### config.mk
export PLATFORM = sky130hd
export DESIGN_NAME = dist_ram_cell
export DESIGN_NICKNAME = d
export VERILOG_FILES = /design/src/rtl/dist_ram_cell.sv
export SDC_FILE = /design/constraint.sdc
export NUM_CORES = 1
export LEC_CHECK = 0
export ABC_CLOCK_PERIOD_IN_PS = 2000
export BUFFER_PORTS_ARGS = -buffer_cell sky130_fd_sc_hd__buf_2
export CAP_MARGIN = 0
export CORE_MARGIN = 4
export CORE_UTILIZATION = 57
export DETAILED_ROUTE_END_ITERATION = 12
export GPL_TIMING_DRIVEN = 0
export PLACE_DENSITY = 0.77
export SETUP_SLACK_MARGIN = 0.5
export SLEW_MARGIN = 10
export SYNTH_ARGS = -nofsm -noshare
export SYNTH_HDL_FRONTEND = slang
export SYNTH_SLANG_ARGS = --single-unit
### constraint.sdc
create_clock -name clk -period 2 [get_ports clk]
set_input_delay 0.3 -clock clk [delete_from_list [all_inputs] [get_ports clk]]
set_output_delay 0.3 -clock clk [all_outputs]
set_load 0.02 [all_outputs]
### src/rtl/dist_ram_cell.sv
`timescale 1ns/1ps
module dist_ram_cell #(
  parameter int AW      = 4,
  parameter int SHAPE   = 0,
  parameter bit WR_FALL = 1'b0,
  parameter bit OUT_REG = 1'b1,
  parameter bit OUT_OPP = 1'b0
) (
  input  logic          clk,
  input  logic          rst_n,
  input  logic          we,
  input  logic [AW-1:0] addr,
  input  logic          din0,
  input  logic          din1,
  output logic [1:0]    dout,
  output logic [1:0]    qout
);
  localparam int DEPTH = 1 << AW;
  localparam bit WIDE  = (SHAPE == 0);
  localparam bit TALL  = (SHAPE == 2);

  logic [DEPTH-1:0] lo_mem, hi_mem;
  logic wclk, rclk, up_sel, lo_we, hi_we, hi_d, rd_lo, rd_hi;

  assign wclk   = clk ^ WR_FALL;
  assign rclk   = clk ^ (WR_FALL ^ OUT_OPP);
  assign up_sel = TALL & din1;
  assign lo_we  = we & ~up_sel;
  assign hi_we  = we & (WIDE | up_sel);
  assign hi_d   = TALL ? din0 : din1;

  always_ff @(posedge wclk) begin
    if (lo_we) lo_mem[addr] <= din0;
    if (hi_we) hi_mem[addr] <= hi_d;
  end

  assign rd_lo = lo_mem[addr];
  assign rd_hi = hi_mem[addr];
  assign dout  = WIDE ? {rd_hi, rd_lo} : {1'b0, up_sel ? rd_hi : rd_lo};

  generate
    if (OUT_REG) begin : g_oreg
      always_ff @(posedge rclk or negedge rst_n) begin
        if (!rst_n) qout <= 2'b00;
        else        qout <= dout;
      end
      AST_QOUT_TRACKS: assert property (@(posedge rclk) disable iff (!rst_n)
        rst_n |=> qout == $past(dout));
    end else begin : g_ocomb
      assign qout = dout;
    end
  endgenerate

  AST_WRITE_LANDS: assert property (@(posedge wclk) disable iff (!rst_n)
    we |=> (addr != $past(addr) || din1 != $past(din1) || dout[0] == $past(din0)));

  AST_IDLE_HOLDS: assert property (@(posedge wclk) disable iff (!rst_n)
    !we |=> (addr != $past(addr) || din1 != $past(din1) || dout == $past(dout)));

  generate
    if (WIDE) begin : g_wide_chk
      AST_WRITE_LANDS_HI: assert property (@(posedge wclk) disable iff (!rst_n)
        we |=> (addr != $past(addr) || dout[1] == $past(din1)));
    end
    if (TALL) begin : g_tall_chk
      AST_UPPER_KEPT: assert property (@(posedge wclk) disable iff (!rst_n)
        (we && !din1) |=> hi_mem == $past(hi_mem));
      AST_LOWER_KEPT: assert property (@(posedge wclk) disable iff (!rst_n)
        (we && din1) |=> lo_mem == $past(lo_mem));
    end
  endgenerate
endmodule

==> metrics.txt <==
Die X=58.44 um; Routed WL=2422 um; Leakage=0.5829 nW; vias in the first global route=795; Reg-to-Reg End=qout[1]; total clock sinks=34; drt first pass iters=4; CTS tree=built; Rel. slew slack=64.88%; port buffer count=11; Clock transition at path regs=90 ps; CTS buffer count=5; Initial Util=59.07%; arrival time at the worst endpoint=1740 ps; CTS root buffer=clkbuf_4; clock skew=7.737 ps; Least-Margin Pin Slew=522.0 ps; CP Class=register to primary output; worst reg-to-reg path cell count=4; first-pass GRT wire length=3933 um; Final Hold Viols=0; P&R area growth vs syn=15.79%; Setup WS pre-CTS=-13.23 ps; Area contributors post-synth=edfxtp_1 (66%), mux4_1 (13%), dfrtp_1 (3.5%); Worst setup SP type=register; TNS Setup=-38.36 ps; MaxCap Viol Count=0; CTS H-Tree Depth=2; vias per cell=5.609; FFs w/ async S/R, synth=5.882%; share of cells above drive strength 1=32.41%; Core Box Area=2455 um^2; top-level I/O count=13; CP endpoint kind=primary output; initial detailed-routing violation count=31; Max clock buf depth=2; total power=1.385 mW; fmax=490.6 MHz; max-slew violations=0; Routed Antenna Nets=0; GRT Overall Usage=16.86%; final non-filler cell total=138; PwrDens=825.1 nW/um^2; Syn. warnings=0; Skew-Pair Late Insertion Delay=320 ps; Filler cells=176; flops & latches, synth=34; failing checks=negative setup slack; # diodes=0; Syn Inst Count=86; status=finished with violations; Mapped Avg Cell Area=16.86 um^2; largest net degree at the start of global routing=17; wire per inst=17.55 um; die height=58.44 um; initial antenna violation count=0; Placed Cells=127; RR Startpoint=hi_mem[1]; most common flop cell mapped by yosys=edfxtp_1; top post-synthesis cells by count=edfxtp_1 (32), nor3_1 (8), mux4_1 (7), nor2_1 (7); Setup violations, final=1; GRT overflow=0; Placer Congestion=0.8165; Site Rows=18; Post-synth EDFFs=32; Cell Area, Synth=1450 um^2; Required @ worst endpoint=1700 ps; DIE AREA=3415 um^2; RSZ-0062 raised after global routing=true; Remaining DRCs=0; via count=774; Final #Nets=116; Distinct cells, synth=18; most numerous cell in the Yosys netlist=edfxtp_1; Mapped Nets=95; Max VDD drop=0.0006099 V; Reg2Reg Setup Slack=590 ps; fin crit share=101.9%; register area share after synthesis=69.72%; largest area contributor in the netlist=edfxtp_1; dpl hpwl=1742 um; top-area cell type share of the netlist area=66.26%; Layout Utilization=68.40%; final worst slack=-38.36 ps; Period minus WS final=2038 ps; class of the worst hold path=primary input to async pin; CP Max Fanout=2
logic make-up after synthesis:
kind of cell / after synthesis / share of synthesized area [%]
simple gates: 35 / 11.73
buf+inv: 7 / 2.933
flops: 34 / 69.72
compound gates: 2 / 1.381
mux: 8 / 14.24
layout by cell type, fill, tap and decap left out, drive strengths merged:
cell / instances
nand3: 6
nor4: 2
nand2: 6
a22oi: 2
nand2b: 3
nor2b: 2
edfxtp: 32
clkbuf: 11
buf: 17
and2b: 1
dfrtp: 2
nor2: 7
nor3: 8
dlygate4sd3: 1
mux4: 8
per-stage QoR:
step / hold slack, ps / area [um^2]
floorplan: 4.409 / 1473
global placement: 83.70 / 1565
detailed placement: 87.75 / 1565
CTS: 260.5 / 1679
global route: 262.4 / 1679
finish: 286.9 / 1679
worst max-delay path, stage by stage, from the launching register on:
cell,delay [ps]
edfxtp_1,380
mux4_2,470
a22oi_2,190
nand3_2,120
buf_6,130
buf_6,120
power breakdown:
group | leakage, nW | total [mW] | internal [mW] | switching, mW
registers | 0.313 | 0.799 | 0.795 | 0.00373
clock network | 0.0446 | 0.443 | 0.240 | 0.203
logic | 0.225 | 0.144 | 0.0674 | 0.0762
layout make-up:
type | instances | area, um^2 | share of cell area (%)
Sequential cell | 34 | 1011 | 60.21
Tap cell | 30 | 37.54 | 2.235
Clock buffer | 8 | 78.83 | 4.694
Buffer | 7 | 62.56 | 3.726
Timing Repair Buffer | 14 | 92.59 | 5.514
Multi-Input combinational cell | 45 | 396.6 | 23.62
routing by layer:
metal / wire, um / track usage [%] / up-vias
li1: - / - / 378
met1: 1008 / 19.91 / 370
met2: 1254 / 28.07 / 22
met3: 133 / 6.579 / 4
met4: 26 / 5.960 / 0
met5: 0 / 0 / -
timing repair:
item,4_1_cts,5_1_grt
setup endpoints to repair,2,2
gates resized for setup,7,0
hold buffers,1,0
hold endpoints to repair,2,0
pin swaps,4,0
setup buffers,2,0
registers in the layout, indices dropped and copies added, names as in the netlist:
register / flops
lo_mem: 16
hi_mem: 16
qout: 2
worst max path at each step:
| stage | start | end | depth (start not counted) |
|---|---|---|---|
| floorplan | hi_mem[1] | dout[1] | 4 |
| CTS | hi_mem[3] | dout[1] | 5 |
| detailed placement | addr[0] | dout[1] | 7 |
| finish | hi_mem[1] | dout[1] | 5 |
| global placement | addr[0] | dout[1] | 6 |
| global route | hi_mem[3] | dout[1] | 5 |
(Power assumes the default switching activity.)
